--- src/rtl/sqf_pkg.sv ---
package sqf_pkg;
  localparam int REG_CTRL = 0;
  localparam int REG_STAT = 5;
  localparam int REG_IEN  = 6;
  localparam int REG_ISR  = 7;
  localparam int REG_FCTL = 8;
  localparam int REG_DATA = 9;

  localparam int BIT_DONE    = 3;
  localparam int BIT_OVR     = 0;
  localparam int BIT_REACHED = 9;
  localparam int BIT_TXFLUSH = 12;
  localparam int BIT_RXFLUSH = 4;

  typedef struct packed {
    logic enable;
    logic txPush;
    logic rxPop;
    logic txFlush;
    logic rxFlush;
  } strobe_t;
endpackage

--- src/rtl/sqf_fifo.sv ---
module sqf_fifo #(
  parameter int DEPTH = 8,
  parameter int WIDTH = 32,
  localparam int PTR_W = (DEPTH > 1) ? $clog2(DEPTH) : 1,
  localparam int CNT_W = $clog2(DEPTH + 1)
) (
  input  logic             clk,
  input  logic             rstN,
  input  logic             push,
  input  logic             pop,
  input  logic             flush,
  input  logic [WIDTH-1:0] wData,
  output logic [WIDTH-1:0] rData,
  output logic [CNT_W-1:0] count
);
  logic [WIDTH-1:0] mem [DEPTH];
  logic [PTR_W-1:0] wPtr, rPtr;
  logic doPush, doPop, full;

  assign full   = (count == CNT_W'(DEPTH));
  assign doPush = push && !full;
  assign doPop  = pop && (count != '0);
  assign rData  = mem[rPtr];

  function automatic logic [PTR_W-1:0] nextPtr(input logic [PTR_W-1:0] p);
    return (p == PTR_W'(DEPTH - 1)) ? '0 : p + 1'b1;
  endfunction

  always_ff @(posedge clk) begin
    if (doPush && !flush) mem[wPtr] <= wData;
  end

  always_ff @(posedge clk) begin
    if (!rstN || flush) begin
      wPtr  <= '0;
      rPtr  <= '0;
      count <= '0;
    end else begin
      if (doPush) wPtr <= nextPtr(wPtr);
      if (doPop)  rPtr <= nextPtr(rPtr);
      count <= count + CNT_W'(doPush) - CNT_W'(doPop);
    end
  end


  full_hold_chk: assert property (@(posedge clk) disable iff (!rstN)
    (push && full && !pop && !flush) |=> (count == CNT_W'(DEPTH)));

  flush_empty_chk: assert property (@(posedge clk) disable iff (!rstN)
    flush |=> (count == '0));
endmodule

--- src/rtl/sqf_datapath.sv ---
module sqf_datapath
  import sqf_pkg::*;
#(
  parameter int DEPTH = 8,
  parameter int WIDTH = 32,
  localparam int CNT_W = $clog2(DEPTH + 1)
) (
  input  logic             clk,
  input  logic             rstN,
  input  strobe_t          st,
  input  logic [WIDTH-1:0] busWData,
  input  logic             rxValid,
  input  logic [WIDTH-1:0] rxWord,
  input  logic             txTake,
  output logic             txValid,
  output logic [WIDTH-1:0] txWord,
  output logic [WIDTH-1:0] rxHead,
  output logic [CNT_W-1:0] rxCount
);
  logic [CNT_W-1:0] txCount;

  assign txValid = st.enable && (txCount != '0);

  sqf_fifo #(.DEPTH(DEPTH), .WIDTH(WIDTH)) txQ (
    .clk(clk), .rstN(rstN), .push(st.txPush), .pop(txValid && txTake),
    .flush(st.txFlush), .wData(busWData), .rData(txWord), .count(txCount));

  sqf_fifo #(.DEPTH(DEPTH), .WIDTH(WIDTH)) rxQ (
    .clk(clk), .rstN(rstN), .push(rxValid), .pop(st.rxPop),
    .flush(st.rxFlush), .wData(rxWord), .rData(rxHead), .count(rxCount));


  offer_stable_chk: assert property (@(posedge clk) disable iff (!rstN)
    (txValid && !txTake && !st.txFlush) |=> $stable(txWord));
endmodule

--- src/rtl/sqf_control.sv ---
module sqf_control
  import sqf_pkg::*;
#(
  parameter int DEPTH  = 8,
  parameter int WIDTH  = 32,
  parameter int ADDR_W = 6,
  parameter int THR_W  = 4,
  localparam int CNT_W = $clog2(DEPTH + 1),
  localparam int CMP_W = (CNT_W > THR_W) ? CNT_W : THR_W
) (
  input  logic              clk,
  input  logic              rstN,
  input  logic [ADDR_W-1:0] regAddr,
  input  logic              regWrite,
  input  logic              regRead,
  input  logic [WIDTH-1:0]  regWData,
  output logic [WIDTH-1:0]  regRData,
  output logic              irq,
  output strobe_t           st,
  input  logic              rxValid,
  input  logic [WIDTH-1:0]  rxHead,
  input  logic [CNT_W-1:0]  rxCount
);
  logic [ADDR_W-3:0] idx;
  logic ctrlEn, ienDone, ienOvr, doneFlag, ovrFlag, reached, reachedQ;
  logic [THR_W-1:0] rxThr, txThr;
  logic wrIsr, rxEmpty, rxFull;
  logic unusedAddr;

  assign idx        = regAddr[ADDR_W-1:2];
  assign unusedAddr = ^regAddr[1:0];
  assign rxEmpty    = (rxCount == '0);
  assign rxFull     = (rxCount == CNT_W'(DEPTH));
  assign wrIsr      = regWrite && (idx == (ADDR_W-2)'(REG_ISR));
  assign reached    = (rxThr != '0) && (CMP_W'(rxCount) >= CMP_W'(rxThr));

  always_comb begin
    st.enable  = ctrlEn;
    st.txPush  = regWrite && (idx == (ADDR_W-2)'(REG_DATA));
    st.rxPop   = regRead && (idx == (ADDR_W-2)'(REG_DATA));
    st.txFlush = regWrite && (idx == (ADDR_W-2)'(REG_FCTL)) && regWData[BIT_TXFLUSH];
    st.rxFlush = regWrite && (idx == (ADDR_W-2)'(REG_FCTL)) && regWData[BIT_RXFLUSH];
  end

  always_ff @(posedge clk) begin
    if (!rstN) begin
      ctrlEn <= 1'b0; ienDone <= 1'b0; ienOvr <= 1'b0;
      rxThr <= '0; txThr <= '0;
      doneFlag <= 1'b0; ovrFlag <= 1'b0; reachedQ <= 1'b0;
    end else begin
      reachedQ <= reached;
      if (regWrite) begin
        if (idx == (ADDR_W-2)'(REG_CTRL)) ctrlEn <= regWData[0];
        if (idx == (ADDR_W-2)'(REG_IEN)) begin
          ienDone <= regWData[BIT_DONE];
          ienOvr  <= regWData[BIT_OVR];
        end
        if (idx == (ADDR_W-2)'(REG_FCTL)) begin
          rxThr <= regWData[THR_W-1:0];
          txThr <= regWData[8 +: THR_W];
        end
      end
      if (reached && !reachedQ)          doneFlag <= 1'b1;
      else if (wrIsr && regWData[BIT_DONE]) doneFlag <= 1'b0;
      if (rxValid && rxFull)             ovrFlag <= 1'b1;
      else if (wrIsr && regWData[BIT_OVR]) ovrFlag <= 1'b0;
    end
  end

  assign irq = (doneFlag && ienDone) || (ovrFlag && ienOvr);

  always_comb begin
    regRData = '0;
    if (regRead) begin
      case (idx)
        (ADDR_W-2)'(REG_CTRL): regRData[0] = ctrlEn;
        (ADDR_W-2)'(REG_STAT): regRData[0] = !rxEmpty;
        (ADDR_W-2)'(REG_IEN): begin
          regRData[BIT_DONE] = ienDone;
          regRData[BIT_OVR]  = ienOvr;
        end
        (ADDR_W-2)'(REG_ISR): begin
          regRData[BIT_REACHED] = reached;
          regRData[BIT_DONE]    = doneFlag;
          regRData[BIT_OVR]     = ovrFlag;
        end
        (ADDR_W-2)'(REG_FCTL): begin
          regRData[THR_W-1:0]  = rxThr;
          regRData[8 +: THR_W] = txThr;
        end
        (ADDR_W-2)'(REG_DATA): regRData = rxEmpty ? '0 : rxHead;
        default: regRData = '0;
      endcase
    end
  end


  done_set_chk: assert property (@(posedge clk) disable iff (!rstN)
    (reached && !reachedQ) |=> doneFlag);

  ovr_set_chk: assert property (@(posedge clk) disable iff (!rstN)
    (rxValid && rxFull) |=> ovrFlag);

  empty_read_chk: assert property (@(posedge clk) disable iff (!rstN)
    (st.rxPop && rxEmpty && !rxValid) |=> rxEmpty);
endmodule

--- src/rtl/spi_word_frontend.sv ---
module spi_word_frontend
  import sqf_pkg::*;
#(
  parameter int DEPTH  = 8,
  parameter int WIDTH  = 32,
  parameter int ADDR_W = 6,
  localparam int CNT_W = $clog2(DEPTH + 1)
) (
  input  logic              clk,
  input  logic              rstN,
  input  logic [ADDR_W-1:0] regAddr,
  input  logic              regWrite,
  input  logic              regRead,
  input  logic [WIDTH-1:0]  regWData,
  output logic [WIDTH-1:0]  regRData,
  output logic              irq,
  output logic              txValid,
  output logic [WIDTH-1:0]  txWord,
  input  logic              txTake,
  input  logic              rxValid,
  input  logic [WIDTH-1:0]  rxWord
);
  strobe_t          st;
  logic [WIDTH-1:0] rxHead;
  logic [CNT_W-1:0] rxCount;

  sqf_control #(.DEPTH(DEPTH), .WIDTH(WIDTH), .ADDR_W(ADDR_W)) ctl (
    .clk(clk), .rstN(rstN), .regAddr(regAddr), .regWrite(regWrite),
    .regRead(regRead), .regWData(regWData), .regRData(regRData), .irq(irq),
    .st(st), .rxValid(rxValid), .rxHead(rxHead), .rxCount(rxCount));

  sqf_datapath #(.DEPTH(DEPTH), .WIDTH(WIDTH)) dp (
    .clk(clk), .rstN(rstN), .st(st), .busWData(regWData), .rxValid(rxValid),
    .rxWord(rxWord), .txTake(txTake), .txValid(txValid), .txWord(txWord),
    .rxHead(rxHead), .rxCount(rxCount));
endmodule

--- config.mk ---
export PLATFORM = sky130hd
export DESIGN_NAME = spi_word_frontend
export DESIGN_NICKNAME = d
export VERILOG_FILES = /design/src/rtl/sqf_pkg.sv /design/src/rtl/sqf_fifo.sv /design/src/rtl/sqf_datapath.sv /design/src/rtl/sqf_control.sv /design/src/rtl/spi_word_frontend.sv
export SDC_FILE = /design/constraint.sdc
export NUM_CORES = 1
export LEC_CHECK = 0
export ABC_AREA = 1
export ABC_CLOCK_PERIOD_IN_PS = 4400
export BUFFER_PORTS_ARGS = -buffer_cell sky130_fd_sc_hd__buf_4
export CORE_MARGIN = 4
export CORE_UTILIZATION = 45
export CTS_BUF_LIST = sky130_fd_sc_hd__clkbuf_2
export DETAILED_ROUTE_END_ITERATION = 10
export PLACE_DENSITY_LB_ADDON = 0.3
export SLEW_MARGIN = 20
export SYNTH_ARGS = -nofsm -noshare
export SYNTH_HDL_FRONTEND = slang
export SYNTH_SLANG_ARGS = --single-unit
--- constraint.sdc ---
create_clock -name clk -period 4.4 [get_ports clk]
set_clock_uncertainty 0.1 [all_clocks]
set_input_delay 0.88 -clock clk [delete_from_list [all_inputs] [get_ports clk]]
set_output_delay 0.88 -clock clk [all_outputs]
set_load 0.005 [all_outputs]
==> flow_metrics.tcl, run 1 <==
set metrics [dict create \
    via_count 14750 \
    core-area_sq_um 48150 \
    internal-power_uw 7345 \
    netlist_area_sq_um 22080 \
    layout_commonest_cell "edfxtp_1" \
    grt_overflow 0 \
    synth.area.top_cells "edfxtp_1, nor2_1, o21ai_0" \
    clock_sinks 552 \
    peakVddDrop_v 0.0002260 \
    crit_type "flip-flop to output port" \
    swShare 0.2449 \
    rsz0062_at_grt "yes" \
    row_count 80 \
    setup_viol 0 \
    final_cell_mix "edfxtp_1, nor2_1, o21ai_0" \
    ys_types 36 \
    clock_latency_ns 1.22 \
    setup_ws_ns 0.2700 \
    cp-end-kind "output port" \
    synth_compound_area_frac 0.1034 \
    io_buffers 139 \
    dieArea_sq_um 52670 \
    ys_seq_elements 552 \
    fillers 4087 \
    cts-root-buf "clkbuf_2" \
    post-route-min-period_ns 4.130 \
    grt_max_degree 103 \
    yosys.area_share.simple 0.1150 \
    hold_viol 0 \
    h-tree-depth 4 \
    worst_slew_pin_slew_ns 0.8172 \
    yosys.area_share.adder 0.01541 \
    synth_top_family_by_area "simple AND/OR/NAND/NOR gates" \
    grt_pass1_vias 14800 \
    die_h_um 229.5 \
    utilization 0.5390 \
    synth_edf_count 512 \
    drc 0 \
    finalNetCount 2174 \
    start_util 0.4586 \
    pwr-share-comb 0.061 \
    synth_nets 1879 \
    synth-async-reset-ratio 0 \
    period_share 0.9386 \
    powerDensity_nw_per_um2 374.8 \
    grt_pass1_wl_um 80050 \
    antenna_found_initial 5 \
    grt_usage 0.1928 \
    synth_ff_type "edfxtp_1" \
    cts_buffer_depth 3 \
    fmax_mhz 242.1 \
    slew_viol_final 0 \
    ys_seq_area_frac 0.7326 \
    drtIter0Drc 1021 \
    arrival_ns 3.15 \
    synth.top_cell.area_share 0.6964 \
    maxCapViolations 0 \
    dp_worst_setup_slack_ns 0.8806 \
    wire_per_inst_um 18.18 \
    syn_inst 1777 \
    status "finished clean" \
    pin_count 142 \
    areaGrowthSynthToFinish_pct 17.53 \
    vias_per_cell 5.211 \
    syn_area_per_cell_sq_um 12.42 \
    start_kind "flip-flop" \
    place_hpwl_um 27170 \
    leakage_uw 0.009310 \
    synth_top_cell_by_area "edfxtp_1" \
    die_w_um 229.5 \
    hp-class "input pin to flip-flop" \
    power_frac_clock 0.333 \
    synthMuxAreaShare 0 \
    clkTransAtPathRegs_ns 0.11 \
    power.total_uw 9727 \
    cts_tree "built" \
    setup_tns_ns 0 \
    antenna_left 0 \
    cts_buffers 141 \
    design_area_sq_um 25950 \
    first_pass_iters 5 \
    cp_max_fo 14 \
    placedInstanceArea_sq_um 23860 \
    gp_congestion 0.7488 \
    synthXorXnorAreaFrac 0.0007934 \
    power_switching_uw 2382 \
    relSlewSlack 0.4552 \
    wl_um 51460 \
    cp.required_ns 3.42 \
    synth-warning-count 0 \
    drive_gt1_frac 0.1959 \
    seqPwrFrac 0.606 \
]
per-stage QoR:
stage / hold WS [ns] / cells
after CTS: 0.1017 / 2820
after floorplan: 0.2949 / 1777
after detailed placement: 0.3088 / 2502
after global routing: 0.1802 / 2827
final: 0.3185 / 2831
after global placement: 0.3024 / 2502
cell usage after synthesis (24+ instances only):
library cell / count
a21oi_1: 33
a31oi_1: 25
buf_2: 32
clkbuf_1: 46
dfxtp_1: 40
edfxtp_1: 512
ha_1: 24
inv_1: 53
nand2_1: 156
nand3_1: 37
nor2_1: 431
o21ai_0: 220
o21ai_1: 28
o32ai_1: 64
power by group through the flow:
| stage | Combinational [uW] | Sequential, uW | Clock [uW] |
|---|---|---|---|
| final | 596 | 5890 | 3240 |
| after global routing | 675 | 5900 | 3660 |
| after CTS | 597 | 5890 | 3350 |
| after detailed placement | 534 | 6010 | 0 |
| after global placement | 516 | 6010 | 0 |
| after floorplan | 291 | 6010 | 0 |
cells by family after synthesis:
logic type                 count (synthesis)
and+or+nand+nor                          645
adders and majority gates                 26
xor gates and xnor gates                   2
buffers and inverters                    161
DFF                                      552
AOI/OAI and AO/OA                        391
per-layer routing:
layer	track usage	wire, um	share of wire
met5	0	23	0.00045
met4	0.07607	1174	0.023
met3	0.05840	3700	0.072
met2	0.3164	25010	0.49
met1	0.2410	21550	0.42
final timing paths:
path,startpoint,to,slack [ns],cells after the start
worst max-delay path,dp.rxQ.count[2],regRData[23],0.27,8
worst min-delay path,regWData[15],dp.txQ.mem[4][15],0.32,2
worst max register to register,dp.rxQ.count[2],dp.rxQ.mem[4][12],1.42,9
worst min register to register,ctl.reachedQ,ctl.doneFlag,0.32,1
state kept, by name, summed over array words and instances, names as in the netlist, named ones only:
register      flops
ctl.txThr         4
ctl.ovrFlag       1
dp.txQ.wPtr       3
ctl.ctrlEn        1
dp.txQ.rPtr       3
dp.rxQ.wPtr       3
dp.txQ.mem      256
ctl.reachedQ      1
dp.rxQ.mem      256
ctl.ienDone       1
ctl.ienOvr        1
ctl.rxThr         4
ctl.doneFlag      1
dp.rxQ.count      4
dp.txQ.count      4
dp.rxQ.rPtr       3
critical path, cell delays in order, from the launching register on:
cell	delay (ns)
dfxtp_1	0.36
inv_1	0.09
ha_1	0.20
nand3_1	0.13
nand2_2	0.17
nor2_8	0.35
o21ai_1	0.12
a31oi_1	0.33
buf_4	0.18
timing repair:
| item | CTS | global route |
|---|---|---|
| buffers inserted | 0 | 4 |
| hold endpoints to repair | 552 | 0 |
| gates resized for setup | 9 | 5 |
| hold buffers | 77 | 0 |
| pin swaps | 0 | 2 |
| endpoints found under the setup margin | 58 | 13 |
| gates cloned | 1 | 1 |
area by class of cell:
| type | count | area (sq um) | share of cell area |
|---|---|---|---|
| flip-flops and latches | 552 | 16190 | 0.6240 |
| multi-input cells | 1065 | 5295 | 0.2041 |
| repair buffers | 254 | 2213 | 0.08529 |
| clock buffers | 198 | 991.0 | 0.03819 |
| well taps | 656 | 820.8 | 0.03163 |
| inverters | 58 | 234.0 | 0.009016 |
| clock inverters | 42 | 188.9 | 0.007281 |
| diodes | 6 | 15.01 | 0.0005786 |
Note: power is estimated with default switching activity, not from simulation.
==> run 2: changes to the inputs <==
--- a/config.mk
+++ b/config.mk
@@ -6,7 +6,7 @@
 export NUM_CORES = 1
 export LEC_CHECK = 0
 export ABC_AREA = 1
-export ABC_CLOCK_PERIOD_IN_PS = 4400
+export ABC_CLOCK_PERIOD_IN_PS = 5100
 export BUFFER_PORTS_ARGS = -buffer_cell sky130_fd_sc_hd__buf_4
 export CORE_MARGIN = 4
 export CORE_UTILIZATION = 45
==> constraint.sdc (replaced) <==
create_clock -name clk -period 5.1 [get_ports clk]
set_clock_uncertainty 0.1 [all_clocks]
set_input_delay 1.02 -clock clk [delete_from_list [all_inputs] [get_ports clk]]
set_output_delay 1.02 -clock clk [all_outputs]
set_load 0.005 [all_outputs]
==> flow_metrics.tcl, run 2 (synthesis gave the netlist of run 1 again) <==
set metrics [dict create \
    min_from "regAddr[4]" \
    setup_tns_ns 0 \
    fmax_mhz 208.4 \
    place_hpwl_um 27960 \
    grt_usage 0.1892 \
    wire_per_inst_um 17.90 \
    design_area_sq_um 25730 \
    cp-end-kind "output port" \
    layout_commonest_cell "edfxtp_1" \
    r2r_start "dp.rxQ.count[2]" \
    post-route-min-period_ns 4.799 \
    utilization 0.5344 \
    grt_pass1_vias 14910 \
    multiInputGateArea_sq_um 5284 \
    h-tree-depth 4 \
    final_cell_mix "edfxtp_1, nor2_1, o21ai_0" \
    core-area_sq_um 48150 \
    grt_overflow 0 \
    seqPwrFrac 0.606 \
    grt_max_degree 129 \
    drive_gt1_frac 0.1906 \
    min_path_cells 6 \
    cts_buffer_depth 3 \
    period_share 0.9409 \
    r2r_end "dp.rxQ.mem[2][8]" \
    row_count 80 \
    swShare 0.2377 \
    cp_max_fo 83 \
    drtIter0Drc 943 \
    r2r_slack_ns 2.24 \
    arrival_ns 3.68 \
    setup_viol 0 \
    vias_per_cell 5.239 \
    peakVddDrop_v 0.0002154 \
    finalNetCount 2159 \
    die_w_um 229.5 \
    io_buffers 139 \
    internal-power_uw 6395 \
    slew_viol_final 0 \
    powerDensity_nw_per_um2 326.0 \
    areaGrowthSynthToFinish_pct 16.54 \
    cp.required_ns 3.98 \
    post_cts_buffers 0 \
    cts_tree "built" \
    drc 0 \
    crit_type "flip-flop to output port" \
    clkTransAtPathRegs_ns 0.10 \
    hold_viol 0 \
    worst_slew_pin_slew_ns 1.038 \
    min_to "dp.txQ.wPtr[2]" \
    relSlewSlack 0.3079 \
    wl_um 50170 \
    antenna_left 0 \
    start_util 0.4586 \
    placedInstanceArea_sq_um 23810 \
    start_kind "flip-flop" \
    clock_latency_ns 1.19 \
    hold_ws_ns 0.2204 \
    status "finished clean" \
    antenna_found_initial 8 \
    fillers 4108 \
    die_h_um 229.5 \
    setup_ws_ns 0.3014 \
    power_switching_uw 1994 \
    pin_count 142 \
    dp_worst_setup_slack_ns 1.234 \
    grt_pass1_wl_um 78610 \
    first_pass_iters 5 \
    hp-class "input pin to flip-flop" \
    power_frac_clock 0.334 \
    cts-root-buf "clkbuf_2" \
    leakage_uw 0.009187 \
    maxCapViolations 0 \
    via_count 14680 \
    worstRegToRegCells 9 \
    regArea_sq_um 16190 \
    dieArea_sq_um 52670 \
    clock_sinks 552 \
    cts_buffers 139 \
    gp_congestion 0.7553 \
    pwr-share-comb 0.060 \
    rsz0062_at_grt "no" \
    reg_top3 "dp.rxQ.mem (256), dp.txQ.mem (256)" \
]
run 2: cell types whose count changed in the layout (fill, tap and decap cells not counted), moves of 2 or more:
cell / previous run / this run
clkinv_1: 32 / 24
buf_4: 168 / 165
clkbuf_2: 198 / 192
buf_12: 4 / 2
dlygate4sd3_1: 77 / 73
bufinv_16: 1 / 3
buf_8: 2 / 0
run 2: worst max-delay path by stage:
stage	startpoint	slack, ns	endpoint	cells after the start
6_report	flip-flop	0.30	regRData[24]	8
5_1_grt	flip-flop	0.02	regRData[24]	8
4_1_cts	flip-flop	0.14	regRData[22]	6
3_5_place_dp	regAddr[5]	1.23	dp.rxQ.mem[2][30]	10
3_3_place_gp	regAddr[5]	1.25	dp.rxQ.mem[2][27]	10
2_1_floorplan	regAddr[5]	0.71	dp.txQ.mem[7][0]	8
run 2: what timing repair did:
item                       4_1_cts  5_1_grt
setup endpoints to repair        1        2
gates cloned                     0        0
hold buffers                    73        0
gates resized for setup          1        1
hold endpoints to repair       536        0
run 2: critical path, cell delays in order, from the launching register on:
cell      delay (ns)
dfxtp_4         0.48
clkinv_2        0.17
buf_6           0.48
buf_4           0.46
nor2_1          0.07
o21ai_0         0.20
o21ai_1         0.08
a31oi_1         0.31
buf_4           0.18
run 2: area by class of cell:
class,instances,area share
Sequential cell,552,0.6293
Multi-Input combinational cell,1064,0.2054
Timing Repair Buffer,242,0.07897
Clock buffer,192,0.03735
Tap cell,656,0.03190
Inverter,58,0.008559
Clock inverter,33,0.008024
Antenna cell,6,0.0005835
run 2: metal layers:
metal	vias up	wire (um)	GRT usage
li1	7038	-	-
met1	7122	20610	0.2267
met2	421	25060	0.3199
met3	97	3516	0.06051
met4	6	952	0.07341
met5	-	37	0
run 2: power by group through the flow:
stage                     Clock (uW)  Sequential (uW)  Combinational, uW
after floorplan                    0             5180                251
after global placement             0             5180                438
after detailed placement           0             5190                457
after CTS                       2900             5080                508
after global routing            3140             5090                571
final                           2800             5080                502
run 2: metrics by stage:
step,power (uW),cells
after CTS,8492,2797
after detailed placement,5644,2499
after floorplan,5435,1777
after global routing,8800,2801
final,8389,2803
after global placement,5622,2499
==> run 3: changes to the inputs <==
--- a/config.mk
+++ b/config.mk
@@ -5,14 +5,16 @@
 export SDC_FILE = /design/constraint.sdc
 export NUM_CORES = 1
 export LEC_CHECK = 0
-export ABC_AREA = 1
+export ABC_AREA = 0
 export ABC_CLOCK_PERIOD_IN_PS = 5100
 export BUFFER_PORTS_ARGS = -buffer_cell sky130_fd_sc_hd__buf_4
+export CORE_ASPECT_RATIO = 1.5
 export CORE_MARGIN = 4
 export CORE_UTILIZATION = 45
 export CTS_BUF_LIST = sky130_fd_sc_hd__clkbuf_2
 export DETAILED_ROUTE_END_ITERATION = 10
 export PLACE_DENSITY_LB_ADDON = 0.3
+export RECOVER_POWER = 100
 export SLEW_MARGIN = 20
 export SYNTH_ARGS = -nofsm -noshare
 export SYNTH_HDL_FRONTEND = slang
==> flow_metrics.tcl, run 3 <==
set metrics [dict create \
    slew_viol_final 334 \
    synth.area.top_cells "edfxtp_1, mux4_2, dfxtp_1" \
    regArea_sq_um 16190 \
    critical-path-max-stage-delay_ns 1.23 \
    layout_commonest_cell "edfxtp_1" \
    start_kind "flip-flop" \
    io_buffers 139 \
    powerDensity_nw_per_um2 326.6 \
    vias_per_cell 5.356 \
    row_count 97 \
    grt_pass1_wl_um 67220 \
    leakage_uw 0.007926 \
    die_w_um 186.6 \
    pin_count 142 \
    ys_types 60 \
    h-tree-depth 3 \
    drc 0 \
    grt_usage 0.1703 \
    hold_viol 0 \
    antenna_left 0 \
    violations "capacitance limit, slew limit" \
    ys_seq_elements 552 \
    peakVddDrop_v 0.0002243 \
    hp-class "input pin to flip-flop" \
    setup_viol 0 \
    gp_congestion 0.7365 \
    netlist_top_cells_count "edfxtp_1, mux4_2, nor2_1, dfxtp_1, mux2i_1" \
    cts-root-buf "clkbuf_2" \
    grt_pass1_vias 11810 \
    ys_seq_area_frac 0.7515 \
    arrival_ns 3.51 \
    cp-end-kind "output port" \
    period_share 0.9071 \
    cts_buffers 117 \
    synth_edf_count 512 \
    status "finished, violations left" \
    antenna_found_initial 4 \
    drive_gt1_frac 0.3062 \
    syn_area_per_cell_sq_um 20.90 \
    final_cell_mix "edfxtp_1, clkbuf_2, mux4_2" \
    synth-async-reset-ratio 0 \
    wl_um 42900 \
    synth.most_common_cell "edfxtp_1" \
    netlist_area_sq_um 21520 \
    cp_cell_sequence "buf_2 > mux4_2 > mux2_2 > buf_4" \
    cp.required_ns 3.98 \
    cp_max_fo 64 \
    syn_inst 1030 \
    cts_tree "built" \
    worst_slew_pin_slew_ns 2.537 \
    first_pass_iters 5 \
    relSlewSlack -0.6911 \
    die_h_um 275.9 \
    wire_per_inst_um 21.19 \
    start_util 0.4582 \
    post-route-min-period_ns 4.626 \
    cp_slowest_cell "buf_2" \
    areaGrowthSynthToFinish_pct 14.70 \
    setup_tns_ns 0 \
    via_count 10850 \
    power.total_uw 8062 \
    grt_overflow 0 \
    fillers 3800 \
    cts_buffer_depth 3 \
    clock_sinks 552 \
    clkTransAtPathRegs_ns 0.12 \
    drtIter0Drc 651 \
    multiInputGateArea_sq_um 5059 \
    synth-warning-count 0 \
    crit_type "flip-flop to output port" \
    clock_latency_ns 1.08 \
    synth.top_cell.area_share 0.7143 \
    maxCapViolations 12 \
    synth_ff_type "edfxtp_1" \
    synth_top_cell_by_area "edfxtp_1" \
    core-area_sq_um 46970 \
    hold_ws_ns 0.2002 \
    finalNetCount 1438 \
    place_hpwl_um 25260 \
    fmax_mhz 216.2 \
    rsz0062_at_grt "no" \
    synth_nets 1132 \
    grt_max_degree 65 \
    dieArea_sq_um 51460 \
    reg_top3 "dp.rxQ.mem (256), dp.txQ.mem (256)" \
]
## run 3: power by group
group / internal [uW] / switching (uW) / total (uW)
Clock: 921 / 1600 / 2520
Sequential: 5060 / 38.9 / 5090
Combinational: 195 / 253 / 448
Total: 6170 / 1890 / 8060
## run 3: metrics by stage
step	cell area, sq um	setup WS (ns)	instances	utilization
global route	24680	0.1918	2023	0.5255
CTS	25170	0.4050	2021	0.5359
floorplan	21540	0.4457	1030	-
detailed placement	23480	1.368	1745	0.4999
global placement	23480	1.373	1745	0.4999
finish	24690	0.4736	2025	0.5256
## run 3: final timing paths
| check | startpoint | end | slack [ns] | cells after the start |
|---|---|---|---|---|
| min | regWrite | ctl.doneFlag | 0.20 | 4 |
| max | flip-flop | txWord[10] | 0.47 | 4 |
| min reg2reg | ctl.reachedQ | ctl.doneFlag | 0.36 | 2 |
| max reg2reg | dp.txQ.count[2] | dp.txQ.mem[5][14] | 0.75 | 7 |
## run 3: cell type report
cell class,instances,share of cell area
Sequential cell,552,0.6557
Clock buffer,163,0.03304
Antenna cell,4,0.0004055
Tap cell,594,0.03010
Timing Repair Buffer,232,0.06391
Multi-Input combinational cell,412,0.2049
Inverter,21,0.003193
Clock inverter,47,0.008717
## run 3: critical path: cells and delay by family (launching register included)
family                 cells  cell delay, ns
flip-flops                 1            0.32
multiplexers               2            0.76
buffers and inverters      2            1.38
## run 3: kinds of logic after synthesis
kind of cell / synth area share
AOI/OAI and AO/OA: 0.01477
muxes: 0.1685
adders and majority gates: 0.01581
buffers and inverters: 0.01430
xor gates and xnor gates: 0.001628
DFF: 0.7515
and+or+nand+nor: 0.03349
## run 3: repair_timing
action | in CTS | in global routing
hold buffers | 66 | 0
gates resized for setup | 0 | 0
endpoints found under the hold margin | 508 | 0
setup buffers | 0 | 0
## run 3: layer usage
metal | track usage | wire length (um)
met1 | 0.1984 | 16620
met2 | 0.3083 | 22880
met3 | 0.04327 | 2564
met4 | 0.06016 | 821
met5 | 0 | 17
